### config.mk
export PLATFORM = sky130hd
export DESIGN_NAME = pwr_recall_guard
export DESIGN_NICKNAME = d
export VERILOG_FILES = /design/src/rtl/prg_pkg.sv /design/src/rtl/prg_sync.sv /design/src/rtl/prg_edge.sv /design/src/rtl/prg_seq.sv /design/src/rtl/prg_lock.sv /design/src/rtl/pwr_recall_guard.sv
export SDC_FILE = /design/constraint.sdc
export NUM_CORES = 1
export LEC_CHECK = 0
export BUFFER_PORTS_ARGS = -buffer_cell sky130_fd_sc_hd__buf_2
export CORE_AREA = 4 4 41 43
export CTS_CLUSTER_DIAMETER = 50
export DETAILED_ROUTE_END_ITERATION = 16
export DIE_AREA = 0 0 45 47
export PLACE_DENSITY = 0.49
export SYNTH_ARGS = -nofsm -noshare
export SYNTH_HDL_FRONTEND = slang
export SYNTH_SLANG_ARGS = --single-unit
### constraint.sdc
create_clock -name clk -period 3.1 [get_ports clk]
set_input_delay 0.465 -clock clk [delete_from_list [all_inputs] [get_ports clk]]
set_output_delay 0.465 -clock clk [all_outputs]
set_load 0.01 [all_outputs]
### src/rtl/prg_pkg.sv
package prg_pkg;

    // Sequencer phases of the recall / store controller
    typedef enum logic [1:0] {
        PH_DOWN   = 2'd0,
        PH_RECALL = 2'd1,
        PH_IDLE   = 2'd2,
        PH_STORE  = 2'd3
    } phase_t;

    localparam int N_CTL = 2;   // chip enable and write enable
    localparam int IDX_CE = 1;
    localparam int IDX_WE = 0;

    typedef struct packed {
        logic ce_n;
        logic we_n;
    } ctl_pins_t;

    typedef struct packed {
        logic recall_fin;
        logic store_fin;
    } done_evt_t;

    function automatic logic any_done(input done_evt_t d);
        return d.recall_fin | d.store_fin;
    endfunction

    function automatic logic both_low(input ctl_pins_t p);
        return ~p.ce_n & ~p.we_n;
    endfunction

endpackage

### src/rtl/prg_sync.sv
module prg_sync #(
    parameter int STAGES = 2
) (
    input  logic clk,
    input  logic rst,
    input  logic d_async,
    output logic q
);
    localparam int LAST = STAGES - 1;

    logic [LAST:0] chain;

    generate
        for (genvar i = 0; i <= LAST; i++) begin : g_stage
            if (i == 0) begin : g_first
                always_ff @(posedge clk) begin
                    if (rst) chain[0] <= 1'b0;
                    else     chain[0] <= d_async;
                end
            end else begin : g_next
                always_ff @(posedge clk) begin
                    if (rst) chain[i] <= 1'b0;
                    else     chain[i] <= chain[i-1];
                end
            end
        end
    endgenerate

    assign q = chain[LAST];
endmodule

### src/rtl/prg_edge.sv
module prg_edge #(
    parameter int WIDTH = 2
) (
    input  logic             clk,
    input  logic             rst,
    input  logic [WIDTH-1:0] lvl_n,
    output logic [WIDTH-1:0] fall
);
    logic [WIDTH-1:0] lvl_q;

    generate
        for (genvar i = 0; i < WIDTH; i++) begin : g_pin
            always_ff @(posedge clk) begin
                if (rst) lvl_q[i] <= 1'b1;     // idle level of an active-low pin
                else     lvl_q[i] <= lvl_n[i];
            end
            assign fall[i] = lvl_q[i] & ~lvl_n[i];
        end
    endgenerate
endmodule

### src/rtl/prg_seq.sv
module prg_seq
    import prg_pkg::*;
(
    input  logic      clk,
    input  logic      rst,
    input  logic      sup_s,
    input  logic      store_start,
    input  logic      store_done,
    input  logic      recall_done,
    output phase_t    phase,
    output done_evt_t done_evt
);
    phase_t phase_nx;

    always_comb begin
        phase_nx = phase;
        done_evt = '0;
        if (!sup_s) begin
            phase_nx = PH_DOWN;
        end else begin
            unique case (phase)
                PH_DOWN:   phase_nx = PH_RECALL;
                PH_RECALL: if (recall_done) begin
                    phase_nx            = PH_IDLE;
                    done_evt.recall_fin = 1'b1;
                end
                PH_IDLE:   if (store_start) phase_nx = PH_STORE;
                PH_STORE:  if (store_done) begin
                    phase_nx           = PH_IDLE;
                    done_evt.store_fin = 1'b1;
                end
                default:   phase_nx = PH_DOWN;
            endcase
        end
    end

    always_ff @(posedge clk) begin
        if (rst) phase <= PH_DOWN;
        else     phase <= phase_nx;
    end
endmodule

### src/rtl/prg_lock.sv
module prg_lock
    import prg_pkg::*;
(
    input  logic             clk,
    input  logic             rst,
    input  done_evt_t        done_evt,
    input  ctl_pins_t        pins,
    input  logic [N_CTL-1:0] fall,
    output logic             lock
);
    always_ff @(posedge clk) begin
        if (rst)                    lock <= 1'b0;
        else if (any_done(done_evt)) lock <= both_low(pins);   // completion wins
        else if (|fall)             lock <= 1'b0;
    end
endmodule

### src/rtl/pwr_recall_guard.sv
module pwr_recall_guard
    import prg_pkg::*;
#(
    parameter int SYNC_STAGES = 2
) (
    input  logic clk,
    input  logic rst,
    input  logic supply_ok,
    input  logic ce_n,
    input  logic we_n,
    input  logic store_start,
    input  logic store_done,
    input  logic recall_done,
    output logic recall_req,
    output logic write_allow,
    output logic store_allow
);
    logic             sup_s;
    phase_t           phase;
    done_evt_t        done_evt;
    ctl_pins_t        pins;
    logic [N_CTL-1:0] pin_vec;
    logic [N_CTL-1:0] fall;
    logic             wr_lock;

    assign pins.ce_n       = ce_n;
    assign pins.we_n       = we_n;
    assign pin_vec[IDX_CE] = ce_n;
    assign pin_vec[IDX_WE] = we_n;

    prg_sync #(.STAGES(SYNC_STAGES)) u_sync (
        .clk(clk), .rst(rst), .d_async(supply_ok), .q(sup_s)
    );

    prg_edge #(.WIDTH(N_CTL)) u_edge (
        .clk(clk), .rst(rst), .lvl_n(pin_vec), .fall(fall)
    );

    prg_seq u_seq (
        .clk(clk), .rst(rst), .sup_s(sup_s),
        .store_start(store_start), .store_done(store_done),
        .recall_done(recall_done), .phase(phase), .done_evt(done_evt)
    );

    prg_lock u_lock (
        .clk(clk), .rst(rst), .done_evt(done_evt), .pins(pins),
        .fall(fall), .lock(wr_lock)
    );

    assign recall_req  = sup_s && (phase == PH_RECALL);
    assign store_allow = sup_s && (phase == PH_IDLE);
    assign write_allow = sup_s && (phase == PH_IDLE) && !wr_lock;
endmodule

## Word level (Yosys, flattened, before mapping)

Cells that the tools add are included.

- Add/sub/neg operators: 0
- $mul: 0
- Divide/modulo/power cells: 0
- Magnitude comparators: 0
- Equal/unequal tests: 6
- Shift-type cells: 0
- Multiplexer cells: 11
- Bitwise logic cells: 7
- Reductions and logical operators: 9

Operators by type and width:

| operator | count |
|---|---|
| two-way mux 2 bit | 4 |
| one-hot mux 2 bit (4 select lines) | 1 |
| two-way mux 1 bit | 6 |
| != test 2 bit, second input constant | 3 |
| == test 2 bit, second input constant | 2 |
| OR reduction 2 bit | 2 |
| AND 1 bit | 3 |
| logical AND 1 bit | 3 |
| NOT 1 bit | 3 |
| AND reduction 3 bit | 1 |
| == test 2 x 1 -> 1 bit, second input constant | 1 |
| zero test 2 bit | 1 |
| nonzero test 2 bit | 1 |
| zero test 1 bit | 1 |
| bitwise OR 1 bit | 1 |

- Register bits: 7
- Bits in latches: 0
- RAM bits: 0
- Memory bits (read-only): 0
- Bits of input ports: 8
- Output and inout bits: 3
- Logic and storage cells: 39
- Memories: 0

## Depth between registers and ports, before layout

- Depth in word-level cells: 5
- Depth in mapped cells: 3
- Gate-level depth less buffers: 3

## By module

From an unflattened synthesis, not the netlist that was laid out.

- Cell total of the unflattened synthesis: 28
- Area total of the unflattened synthesis: 324.1 um^2

Modules (own cells, without submodules):

| module | times used | cells each | area each (um^2) | sequential area each (um^2) |
|---|---|---|---|---|
| prg_seq | 1 | 10 | 116.4 | 40.0 |
| prg_edge | 1 | 6 | 67.6 | 40.0 |
| prg_lock | 1 | 5 | 55.1 | 20.0 |
| prg_sync | 1 | 4 | 52.6 | 40.0 |
| pwr_recall_guard | 1 | 3 | 32.5 | 0.0 |

## Least setup slack after synthesis

Ideal clock, no wire load.

- Kind: register -> output
- From: reg u_seq.phase[1]
- To: out write_allow
- Data arrival time: 834 ps
- Data required time: 2635 ps
- Setup slack: 1801 ps
- Stages on the path, launching flop included: 3
- Buffers on the path: 0
- Cells stage by stage: dfxtp_1 > and3b_2 > nor2b_1

- Cells in the longest elaborated chain, start to end: 3

RTL lines:

| item | RTL line | source |
|---|---|---|
| start, declared | prg_seq.sv:10 | `output phase_t phase,` |
| start signal, assigned | prg_seq.sv:39 | `else phase <= phase_nx;` |
| == test 2 bit | n/a |  |
| logical AND 1 bit | n/a |  |
| net store_allow | pwr_recall_guard.sv:16 | `output logic store_allow` |
| logical AND 1 bit | pwr_recall_guard.sv:52 | `assign write_allow = sup_s && (phase == PH_IDLE) && !wr_lock;` |
| end, declared | pwr_recall_guard.sv:15 | `output logic write_allow,` |

The timed path passes the listed nets, and every way through them passes these cells.

## Worst setup path after layout

- From: reg u_seq.phase[1]
- To: out write_allow

- Cells in the longest elaborated chain, start to end: 3

RTL lines:

| item | RTL line |
|---|---|
| == test 2 bit | pwr_recall_guard.sv:52 |
| logical AND 1 bit (2 in series) | pwr_recall_guard.sv:52 |

Every way passes these cells.

==> metrics.md <==
| Metric | Value |
|---|---|
| Initial Util | ~22% |
| Cts hold-fix bufs | 0 |
| Maxcap violations | 0 |
| Internal power component | ~0.00015 W |
| RSZ-0062 raised after global routing | no |
| Placed cells | between 50 and 60 |
| Switching Fraction | around a fifth |
| Seq/Total Area, Yosys | approximately half |
| Fraction of layout cells with a size suffix above 1 | roughly 36% |
| Net load switching power | around 0.00004 W |
| Clk slew on worst S/H paths | about 0.050 ns |
| Post-DP HPWL | 408 um |
| Measured slew at the worst slew-check pin | 0.211 ns |
| Vias/cell | 4.14 |
| Synth Warn # | 0 |
| First-pass GRT wire length | around 940 um |
| Minimum clock period | around 1.6 ns |
| CP arrival | ~1.1 ns |
| CP Data Required Time | 2.63 ns |
| Worst hold-check path type | input pin to register |
| Max-slew violations | 0 |
| Setup CP Type | register to output port |
| Aggregate global-route resource usage | 7.12% |
| Via count | between 200 and 250 |
| DRT iter0 DRCs | 1 |
| I/O pin total | 11 |
| Buffers on Ports | 10 |
| Die Span Y | 47 um |
| Status | completed |
| Worst r2r path cells | 3 |
| Largest net degree at the start of global routing | 7 |
| DRC | 0 |
| Final period util | roughly half |
| Final Hold Viols | 0 |
| Startpoint Class | register |
| Ant diodes | 0 |
| Worst-skew pair later-pin latency | 0.25 ns |
| TritonCTS clock tree | built |
| Clk pwr share | a little over two fifths |
| CTS Buf Count | 3 |
| Clk_skew | between 0.005 and 0.006 ns |
| Sink Count | 7 |
| Fin cells | 59 |
| Initial antenna violation count | 0 |
| Overflow after GRT | 0 |
| Comb pwr share | between 6 and 7% |
| Die W | between 40 and 50 um |
| Syn_nets | 38 |
| F_max | 0.629 GHz |
| Synth Area per Inst | between 9 and 10 um^2 |
| Root Driver | clkbuf_4 |
| Hold path cells | 2 |
| Syn-to-layout area delta | 33.6% |
| VDD IR max | between 0.00015 and 0.0002 V |
| H-Tree Depth | 1 |
| Yosys reg bits | 7 |
| Crit end category | output port |
| Vias in the first global route | ~230 |
| FP Rows | 13 |
| Post_cts resized | 0 |
| Final setup vio count | 0 |
| Total wire length | between 500 and 600 um |
| Core ar. | around 1300 um^2 |
| Max_slew headroom | a little under nine tenths |
| Drt first pass iters | 4 |
| Drt wl/cell | a little over 9 um |
| Sequential power share | 49.7% |
| Detail Route Antenna Nets | 0 |
| Leak | between 0.15 and 0.2 nW |
| Post-synth cell types | 13 |
| Cell Pwr Density | approximately 500 nW/um^2 |
| Post-CTS setup buffers | 0 |
| Mapped Cells | 30 |
| Nets | 53 |
| Clk buf depth | 2 |
| Setup TNS | 0 ns |
| Placer Congestion | 0.610 |
| DIE AREA | around 2100 um^2 |
| Mapped cell area | around 280 um^2 |
| Crit-path max FO | 6 |
[registers in the layout (all words and copies together), names as in the netlist]
| register | count |
|---|---|
| u_lock.lock | 1 |
| u_sync.q | 1 |
| u_sync.chain | 1 |
| u_edge.lvl_q | 2 |
| u_seq.phase | 2 |
[metal layers]
layer / track usage (%) / up-vias / routed length, um / share of wire (%)
li1: - / 127 / - / -
met1: 6.62 / 107 / 225 / 42
met2: 9.60 / 8 / 248 / 46
met3: 5.75 / 2 / 51 / 9.5
met4: 7.02 / 0 / 9 / 1.7
met5: 0 / - / 0 / 0
[worst paths after layout]
path / end / startpoint / slack [ns]
worst min-delay path: u_edge.lvl_q[0] / we_n / 0.43
worst min register to register: u_sync.q / u_sync.chain[0] / 0.44
worst max register to register: u_lock.lock / u_seq.phase[1] / 1.98
worst max-delay path: write_allow / u_seq.phase[1] / 1.51
[critical path, stage by stage, from the launching register on]
cell and delay [ns]:
dfxtp_1 0.42, and3b_2 0.21, nor2b_1 0.11, buf_2 0.13
[through the flow]
step | hold WS (ns) | total power [W] | setup slack (ns) | utilization, % | instance area, um^2
after floorplan | 0.414 | 0.000101 | 1.80 | - | 283
after global placement | 0.429 | 0.000108 | 1.76 | 27.0 | 352
after detailed placement | 0.436 | 0.000108 | 1.77 | 27.0 | 352
after CTS | 0.413 | 0.000196 | 1.48 | 29.0 | 378
after global routing | 0.426 | 0.000206 | 1.41 | 29.0 | 378
final | 0.426 | 0.000189 | 1.51 | 29.0 | 378
[placed cells by master (no fill, tap or decap)]
cell type / netlist / layout
and3b_2: 1 / 1
inv_1: 1 / 1
dfxtp_1: 7 / 7
mux2_1: 1 / 1
a21oi_1: 1 / 1
nand2b_1: 1 / 1
clkbuf_1: 0 / 1
nand2_1: 2 / 2
or2_2: 2 / 2
a211oi_1: 1 / 1
nor2_1: 5 / 5
clkbuf_4: 0 / 3
mux2i_1: 2 / 2
buf_2: 0 / 10
nor2b_1: 5 / 5
nor4b_1: 1 / 1
[power groups by stage]
stage | Combinational, W | Clock (W) | Sequential (W)
2_1_floorplan | 0.00000553 | 0 | 0.0000958
3_3_place_gp | 0.0000122 | 0 | 0.0000960
3_5_place_dp | 0.0000122 | 0 | 0.0000961
4_1_cts | 0.0000123 | 0.0000895 | 0.0000942
5_1_grt | 0.0000142 | 0.0000971 | 0.0000945
6_report | 0.0000120 | 0.0000833 | 0.0000942
[synth_stat cells, drive strengths merged]
master	instances	share of area, %
a211oi	1	2.7
a21oi	1	1.8
and3b	1	3.5
dfxtp	7	50
inv	1	1.3
mux2	1	4.0
mux2i	2	7.1
nand2	2	2.7
nand2b	1	2.2
nor2	5	6.6
nor2b	5	11
nor4b	1	3.1
or2	2	4.4
[cells by family after synthesis]
logic type             count (synthesis)  share of synthesized area [%]
buffers and inverters                  1                           1.33
DFF                                    7                           49.6
and+or+nand+nor                       17                           33.6
AOI/OAI and AO/OA                      2                           4.42
muxes                                  3                           11.1
[layout make-up]
| class | count | area (um^2) |
|---|---|---|
| Clock buffer | 4 | 26.3 |
| Fill cell | 151 | 923 |
| Inverter | 1 | 3.75 |
| Multi-Input combinational cell | 22 | 139 |
| Sequential cell | 7 | 140 |
| Tap cell | 15 | 18.8 |
| Timing Repair Buffer | 10 | 50.0 |
Note: power is estimated with default switching activity, not from simulation.
